File: src/rtl/spi_rf_pkg.sv
package spi_rf_pkg;
  // Register and frame geometry. The command byte is laid out as
  // {reserved, read flag, address, unused}, so DATA_W must equal ADDR_W + 3.
  localparam int DATA_W  = 8;
  localparam int ADDR_W  = 5;
  localparam int NREG    = 1 << ADDR_W;
  localparam int FRAME_W = 2 * DATA_W;
  localparam int CNT_W   = $clog2(FRAME_W + 2);
  localparam int SYNC_N  = 2;

  // Decoded view of the frame presented to the register file at commit time.
  typedef struct packed {
    logic              ok;     // exactly FRAME_W sampling edges seen
    logic              rd;     // 1 = read
    logic [ADDR_W-1:0] addr;
    logic [DATA_W-1:0] wdata;
  } frame_t;
endpackage

File: src/rtl/spi_rf_sync.sv
module spi_rf_sync #(
  parameter int         W       = 1,
  parameter int         STAGES  = 2,
  parameter logic [W-1:0] RST_VAL = '0
) (
  input  logic         clk,
  input  logic         rst_n,
  input  logic [W-1:0] d,
  output logic [W-1:0] q
);
  logic [W-1:0] stage [STAGES];

  for (genvar g = 0; g < STAGES; g++) begin : g_stage
    if (g == 0) begin : g_first
      always_ff @(posedge clk or negedge rst_n) begin
        if (!rst_n) stage[g] <= RST_VAL;
        else        stage[g] <= d;
      end
    end else begin : g_next
      always_ff @(posedge clk or negedge rst_n) begin
        if (!rst_n) stage[g] <= RST_VAL;
        else        stage[g] <= stage[g-1];
      end
    end
  end

  assign q = stage[STAGES-1];
endmodule

File: src/rtl/spi_rf_frame.sv
module spi_rf_frame
  import spi_rf_pkg::*;
(
  input  logic              clk,
  input  logic              rst_n,
  input  logic              sclk_s,
  input  logic              csn_s,
  input  logic              mosi_s,
  input  logic [DATA_W-1:0] status_i,
  input  logic [DATA_W-1:0] rd_data_i,
  output frame_t            frame_o,
  output logic              commit_o,
  output logic              miso_o,
  output logic              miso_oe_o
);
  localparam logic [CNT_W-1:0] CNT_SAT  = CNT_W'(FRAME_W + 1);
  localparam logic [CNT_W-1:0] CNT_FULL = CNT_W'(FRAME_W);
  localparam logic [CNT_W-1:0] CNT_BYTE = CNT_W'(DATA_W);
  localparam logic [CNT_W-1:0] CNT_CMD  = CNT_W'(DATA_W - 1);

  logic               sclk_d, csn_d;
  logic [CNT_W-1:0]   fall_cnt, fall_cnt_n;
  logic [CNT_W-1:0]   rise_cnt, rise_cnt_n;
  logic [FRAME_W-1:0] rx_sr, rx_n;
  logic [DATA_W-1:0]  cmd_q, cmd_n;
  logic [DATA_W-1:0]  tx_sr, tx_n;
  logic               miso_q, miso_n;
  logic               oe_q;

  logic sclk_rise, sclk_fall, cs_start, cs_end, in_frame;

  assign sclk_rise = sclk_s & ~sclk_d;
  assign sclk_fall = ~sclk_s & sclk_d;
  assign cs_start  = ~csn_s & csn_d;
  assign cs_end    = csn_s & ~csn_d;
  assign in_frame  = ~csn_s;

  // Next-state logic: count edges, shift in on falls, shift out on rises.
  always_comb begin
    fall_cnt_n = fall_cnt;
    rise_cnt_n = rise_cnt;
    rx_n       = rx_sr;
    cmd_n      = cmd_q;
    tx_n       = tx_sr;
    miso_n     = miso_q;
    if (cs_start) begin
      fall_cnt_n = '0;
      rise_cnt_n = '0;
      tx_n       = status_i;              // status snapshot at frame start
      miso_n     = status_i[DATA_W-1];
    end else if (in_frame) begin
      if (sclk_fall) begin
        if (fall_cnt != CNT_SAT)  fall_cnt_n = fall_cnt + 1'b1;
        if (fall_cnt < CNT_FULL)  rx_n = {rx_sr[FRAME_W-2:0], mosi_s};
        if (fall_cnt == CNT_CMD)  cmd_n = {rx_sr[DATA_W-2:0], mosi_s};
      end
      if (sclk_rise) begin
        if (rise_cnt != CNT_SAT) rise_cnt_n = rise_cnt + 1'b1;
        if (rise_cnt == CNT_BYTE) begin
          miso_n = rd_data_i[DATA_W-1];
          tx_n   = {rd_data_i[DATA_W-2:0], 1'b0};
        end else begin
          miso_n = tx_sr[DATA_W-1];
          tx_n   = {tx_sr[DATA_W-2:0], 1'b0};
        end
      end
    end
  end

  always_ff @(posedge clk or negedge rst_n) begin
    if (!rst_n) begin
      sclk_d   <= 1'b0;
      csn_d    <= 1'b1;
      fall_cnt <= '0;
      rise_cnt <= '0;
      rx_sr    <= '0;
      cmd_q    <= '0;
      tx_sr    <= '0;
      miso_q   <= 1'b0;
      oe_q     <= 1'b0;
    end else begin
      sclk_d   <= sclk_s;
      csn_d    <= csn_s;
      fall_cnt <= fall_cnt_n;
      rise_cnt <= rise_cnt_n;
      rx_sr    <= rx_n;
      cmd_q    <= cmd_n;
      tx_sr    <= tx_n;
      miso_q   <= miso_n;
      oe_q     <= in_frame;
    end
  end

  assign frame_o.ok    = (fall_cnt == CNT_FULL);
  assign frame_o.rd    = cmd_q[DATA_W-2];
  assign frame_o.addr  = cmd_q[ADDR_W:1];
  assign frame_o.wdata = rx_sr[DATA_W-1:0];
  assign commit_o      = cs_end;
  assign miso_o        = miso_q;
  assign miso_oe_o     = oe_q;

  // The edge counter saturates and never wraps, so no length aliases to 16.
  p_cnt_bounded_r3: assert property (@(posedge clk) disable iff (!rst_n)
    fall_cnt <= CNT_SAT);

  // Received bits hold still whenever SCLK does not fall (pause tolerance).
  p_hold_in_pause_r8: assert property (@(posedge clk) disable iff (!rst_n)
    !sclk_fall |=> $stable(rx_sr));

  // A new frame restarts the length count.
  p_cnt_restart_r3: assert property (@(posedge clk) disable iff (!rst_n)
    cs_start |=> (fall_cnt == '0));

  // The output driver is off once chip select has been high for two samples.
  p_oe_idle_r10: assert property (@(posedge clk) disable iff (!rst_n)
    csn_s && $past(csn_s) |-> !miso_oe_o);
endmodule

File: src/rtl/spi_rf_regs.sv
module spi_rf_regs
  import spi_rf_pkg::*;
(
  input  logic                     clk,
  input  logic                     rst_n,
  input  logic                     commit_i,
  input  frame_t                   frame_i,
  output logic [DATA_W-1:0]        status_o,
  output logic [DATA_W-1:0]        rd_data_o,
  output logic [NREG*DATA_W-1:0]   regs_o
);
  logic              ferr_q, ferr_n;
  logic              good_wr, stat_clr;
  logic [DATA_W-1:0] regv [NREG];

  assign good_wr  = commit_i & frame_i.ok & ~frame_i.rd;
  assign stat_clr = commit_i & frame_i.ok &  frame_i.rd & (frame_i.addr == '0);

  // Sticky error flag: a bad frame wins over any clear.
  always_comb begin
    ferr_n = ferr_q;
    if (commit_i && !frame_i.ok) ferr_n = 1'b1;
    else if (stat_clr)           ferr_n = 1'b0;
  end

  always_ff @(posedge clk or negedge rst_n) begin
    if (!rst_n) ferr_q <= 1'b0;
    else        ferr_q <= ferr_n;
  end

  assign status_o = {{(DATA_W-1){1'b0}}, ferr_q};
  assign regv[0]  = status_o;

  for (genvar a = 1; a < NREG; a++) begin : g_reg
    logic [DATA_W-1:0] stor;
    logic              wen;
    assign wen = good_wr & (frame_i.addr == ADDR_W'(a));
    always_ff @(posedge clk or negedge rst_n) begin
      if (!rst_n)   stor <= '0;
      else if (wen) stor <= frame_i.wdata;
    end
    assign regv[a] = stor;
  end

  for (genvar a = 0; a < NREG; a++) begin : g_flat
    assign regs_o[a*DATA_W +: DATA_W] = regv[a];
  end

  assign rd_data_o = regv[frame_i.addr];

  p_bad_frame_flags_r4: assert property (@(posedge clk) disable iff (!rst_n)
    commit_i && !frame_i.ok |=> ferr_q);

  p_bad_frame_keeps_regs_r3: assert property (@(posedge clk) disable iff (!rst_n)
    commit_i && !frame_i.ok |=> $stable(regs_o[NREG*DATA_W-1:DATA_W]));

  p_status_clear_r5: assert property (@(posedge clk) disable iff (!rst_n)
    commit_i && frame_i.ok && frame_i.rd && frame_i.addr == '0 |=> !ferr_q);

  p_flag_sticky_r4: assert property (@(posedge clk) disable iff (!rst_n)
    ferr_q && !commit_i |=> ferr_q);

  p_read_no_change_r11: assert property (@(posedge clk) disable iff (!rst_n)
    commit_i && frame_i.rd |=> $stable(regs_o[NREG*DATA_W-1:DATA_W]));
endmodule

File: src/rtl/spi_regfile_slave.sv
module spi_regfile_slave
  import spi_rf_pkg::*;
(
  input  logic                   clk,
  input  logic                   rst_n,
  input  logic                   host_sclk,
  input  logic                   host_cs_n,
  input  logic                   host_mosi,
  output logic                   host_miso,
  output logic                   host_miso_oe,
  output logic [NREG*DATA_W-1:0] reg_q
);
  logic              rst_sync_n;
  logic              sclk_s, csn_s, mosi_s;
  logic              commit;
  frame_t            frame;
  logic [DATA_W-1:0] status, rd_data;

  // Reset: asserted at once, released on a clock edge.
  spi_rf_sync #(.W(1), .STAGES(SYNC_N), .RST_VAL(1'b0)) u_rst_sync (
    .clk(clk), .rst_n(rst_n), .d(1'b1), .q(rst_sync_n));

  spi_rf_sync #(.W(3), .STAGES(SYNC_N), .RST_VAL(3'b010)) u_pin_sync (
    .clk(clk), .rst_n(rst_sync_n),
    .d({host_sclk, host_cs_n, host_mosi}),
    .q({sclk_s, csn_s, mosi_s}));

  spi_rf_frame u_frame (
    .clk(clk), .rst_n(rst_sync_n),
    .sclk_s(sclk_s), .csn_s(csn_s), .mosi_s(mosi_s),
    .status_i(status), .rd_data_i(rd_data),
    .frame_o(frame), .commit_o(commit),
    .miso_o(host_miso), .miso_oe_o(host_miso_oe));

  spi_rf_regs u_regs (
    .clk(clk), .rst_n(rst_sync_n),
    .commit_i(commit), .frame_i(frame),
    .status_o(status), .rd_data_o(rd_data), .regs_o(reg_q));
endmodule

File: config.mk
export PLATFORM = sky130hd
export DESIGN_NAME = spi_regfile_slave
export DESIGN_NICKNAME = d
export VERILOG_FILES = /design/src/rtl/spi_rf_pkg.sv /design/src/rtl/spi_rf_sync.sv /design/src/rtl/spi_rf_frame.sv /design/src/rtl/spi_rf_regs.sv /design/src/rtl/spi_regfile_slave.sv
export SDC_FILE = /design/constraint.sdc
export NUM_CORES = 1
export LEC_CHECK = 0
export BUFFER_PORTS_ARGS = -buffer_cell sky130_fd_sc_hd__buf_4
export CORE_ASPECT_RATIO = 0.75
export CORE_MARGIN = 4
export CORE_UTILIZATION = 45
export CTS_BUF_LIST = sky130_fd_sc_hd__clkbuf_4
export DETAILED_ROUTE_END_ITERATION = 6
export PLACE_DENSITY = 0.67
export REMOVE_ABC_BUFFERS = 1
export SLEW_MARGIN = 0
export SYNTH_ARGS = -nofsm -noshare
export SYNTH_HDL_FRONTEND = slang
export SYNTH_HIERARCHICAL = 1
export SYNTH_SLANG_ARGS = --single-unit
File: constraint.sdc
create_clock -name clk -period 10.6 [get_ports clk]
set_input_delay 2.12 -clock clk [delete_from_list [all_inputs] [get_ports clk]]
set_output_delay 2.12 -clock clk [all_outputs]
set_load 0.01 [all_outputs]
==> results.toml <==
[run_status]
outcome = "completed"

[synth]
synth-simple-area-share_pct = 4.98
synth.area.mux_share_pct = 31.5
yosysSeqAreaShare_pct = 53.5
synth-warning-count = 6
netlist.area_leader.share_pct = 52.9
synth_xor_area_share_pct = 0.319
synth-seq-cells = 293
ys_async_sr_fraction_pct = 100
post_synth.cell_area_avg_sq_um = 14.0
synth_edf_count = 0
synth_top_family_by_area = "multiplexers"
synthCells = 978
synth-main-ff-cell = "dfrtp_1"
ys_types = 66
synth_area_sq_mm = 0.0137
synth_compound_area_share_pct = 5.34
netlist.top_cell.by_area = "dfrtp_1"
synthAdderAreaFrac_pct = 0.548
synth.area.top_cells = "dfrtp_1 53%, mux2_2 22%, mux4_2 4.9%, mux2i_1 4.2%, buf_4 1.4%"

[setup_path]
crit_type = "flop to flop"
startpoint_type = "flop"
critPathArrivalTime_ns = 4.28
crit_path_end_kind = "flop"
required_ns = 11.19
cp_max_fo = 58

[pwr]
p_comb_share_pct = 6.3
sw_frac_of_total_pct = 26.6
p_seq_share_pct = 51.3
p_leak_nw = 8.28
cellPowerDensity_mw_per_mm2 = 136
max-vdd-ir-drop_v = 0.0000827
power.internal_w = 0.00167
pwr-share-clk_pct = 42.4
power.switching_w = 0.000606

[final_layout]
drive_gt1_share_pct = 55.3
finalNetCount = 1263
syn_to_final_growth_pct = 22.4

[grt]
busiest_layer = "met1"
grtUsageMet3_pct = 7.86
grtUsageMet1_pct = 37.5
grt_pass1_vias = 9940
track_usage_pct = 25.3
grtUsageMet2_pct = 36.2
grt_pass1_wl_mm = 64.9
grt_max_degree = 81
grt-ovfl-total = 0
grt_antenna_before_repair = 1

[cts]
path_clk_slew_ns = 0.08
cts_resized = 0
cts_root_buffer = "clkbuf_4"
numCtsBuffers = 74
clkSinkCount = 293
cts_tree = "yes"
cts_setup_buffers = 0
cts_hold_buf = 0
clockBufferDepth = 3
cts-htree-levels = 3
clock_latency_ns = 0.73

[timing]
fin_skew_ns = 0.0510
drv_slew = 0
hold-worst-slack_ns = 0.294
final_hold_viol_count = 0
fin_crit_ns = 3.70
fin_crit_sh_pct = 34.9
worst_pin_slew_ns = 1.07
finalSetupTns_ns = 0
max_freq_mhz = 271
rsz0062_at_grt = "no"
slew_headroom_pct = 29.0
setup_viol = 0

[routing]
drc = 0
first_pass_iters = 5
ant_nets = 0
first_iter_violations = 703
routed_wl_mm = 43.2
num_vias = 9759
via_per_inst = 5.73
wire_per_inst_microns = 25.4

[floorplan]
die_w_microns = 210
ios = 263
die_h_microns = 159
initial_core_util_pct = 45.6
core_area_sq_mm = 0.0301
dieArea_sq_mm = 0.0333
row_count = 55

[placement]
portBuffers = 255
dp_hpwl_mm = 29.5
place_congestion = 0.866

[flow_run]
maxCapViolCount = 0

[hold_path]
min_path_type = "flop to asynchronous set/reset pin"
cell usage after synthesis, types with 3 or more instances:
cell type,n
a22oi_1,13
nor4_1,3
dfrtp_1,290
mux4_2,30
nand4_1,7
mux2i_1,57
buf_4,26
nor2b_1,9
clkbuf_1,40
buf_6,3
inv_1,8
dfstp_2,3
mux2_4,6
nor3_1,3
mux2_2,263
xnor2_1,3
a221oi_1,10
nand3_1,7
a211oi_1,3
o21ai_0,20
nand2_1,23
and3_1,3
ha_1,6
a31oi_1,8
nor2_1,16
a32oi_1,5
nand2b_1,3
a21oi_1,17
nand3b_1,7
a22o_1,5
nor3_2,4
and2_1,3
nor2_2,6
o221ai_1,10
buf_2,18
cell families after synthesis:
| logic type | count (synthesis) |
|---|---|
| muxes | 358 |
| other | 2 |
| adders and majority gates | 6 |
| DFF | 293 |
| buffers and inverters | 98 |
| AOI/OAI and AO/OA | 104 |
| xor gates and xnor gates | 5 |
| and+or+nand+nor | 112 |
per-stage QoR:
stage,area [sq um],utilization (%),total power (W),worst slack [ns],std cells
floorplan,13300,-,0.00125,1.83,903
global placement,15900,52.7,0.00133,6.95,1575
detailed placement,15900,52.7,0.00133,6.91,1575
CTS,16800,55.8,0.00230,6.91,1701
global route,16800,55.8,0.00238,6.64,1702
finish,16800,55.8,0.00228,6.90,1703
layout make-up:
cell class / instances / area (sq um)
repair buffers: 273 / 2050
inverters: 10 / 37.5
clock inverters: 14 / 83.8
diodes: 2 / 5.00
flip-flops and latches: 293 / 7350
well taps: 399 / 499
multi-input cells: 600 / 5920
fillers: 2550 / 13300
clock buffers: 112 / 841
flip-flops by register name, summed over array words and instances, names as in the netlist, 3 cells and up:
signal and cells:
u_frame/rise_cnt 5, u_regs/g.stor 248, u_frame/rx_sr 8, u_frame/tx_sr 8, u_frame/fall_cnt 5, u_pin_sync/q 3, u_pin_sync/stage 3, u_frame/cmd_q 6
routing by layer:
metal | wire (microns) | vias up
li1 | - | 4199
met1 | 19800 | 5088
met2 | 19000 | 403
met3 | 3590 | 69
met4 | 868 | 0
met5 | 0 | -
critical path, stage by stage (launching register included):
cell	delay, ns
dfrtp_4	0.82
buf_4	0.88
nor2b_1	0.75
nand4_1	0.63
mux2_2	0.48
power groups by stage:
stage	clock, W	sequential (W)	combinational, W
2_1_floorplan	0	0.00121	0.0000339
3_3_place_gp	0	0.00119	0.000142
3_5_place_dp	0	0.00119	0.000144
4_1_cts	0.000993	0.00117	0.000144
5_1_grt	0.00105	0.00117	0.000158
6_report	0.000967	0.00117	0.000144
worst paths after layout:
kind | start | endpoint | slack, ns | depth (start not counted)
worst max-delay path | u_frame/cmd_q[2]$_DFFE_PN0P_ | u_regs/g_reg[22].stor[6]$_DFFE_PN0P_ | 6.90 | 4
worst min-delay path | u_rst_sync/q$_DFF_PN0_ | u_regs/g_reg[8].stor[1]$_DFFE_PN0P_ | 0.29 | 0
worst max register to register | u_frame/cmd_q[2]$_DFFE_PN0P_ | u_regs/g_reg[22].stor[6]$_DFFE_PN0P_ | 6.90 | 4
worst min register to register | u_rst_sync/q$_DFF_PN0_ | u_regs/g_reg[8].stor[1]$_DFFE_PN0P_ | 0.29 | 0
max in group asynchronous | u_rst_sync/q$_DFF_PN0_ | u_regs/g_reg[28].stor[4]$_DFFE_PN0P_ | 8.16 | 2
min in group clk | u_rst_sync/stage[1]$_DFF_PN0_ | u_rst_sync/q$_DFF_PN0_ | 0.35 | 0
cells in the final DEF (no fill, tap or decap), types with 15 or more instances in the layout:
cell type,n
nor2_1,16
buf_4,273
mux2_2,263
nand2_1,23
mux2i_1,57
clkbuf_4,112
a21oi_1,17
conb_1,15
mux4_2,30
o21ai_0,20
dfrtp_1,285
Note: power is estimated with default switching activity, not from simulation.
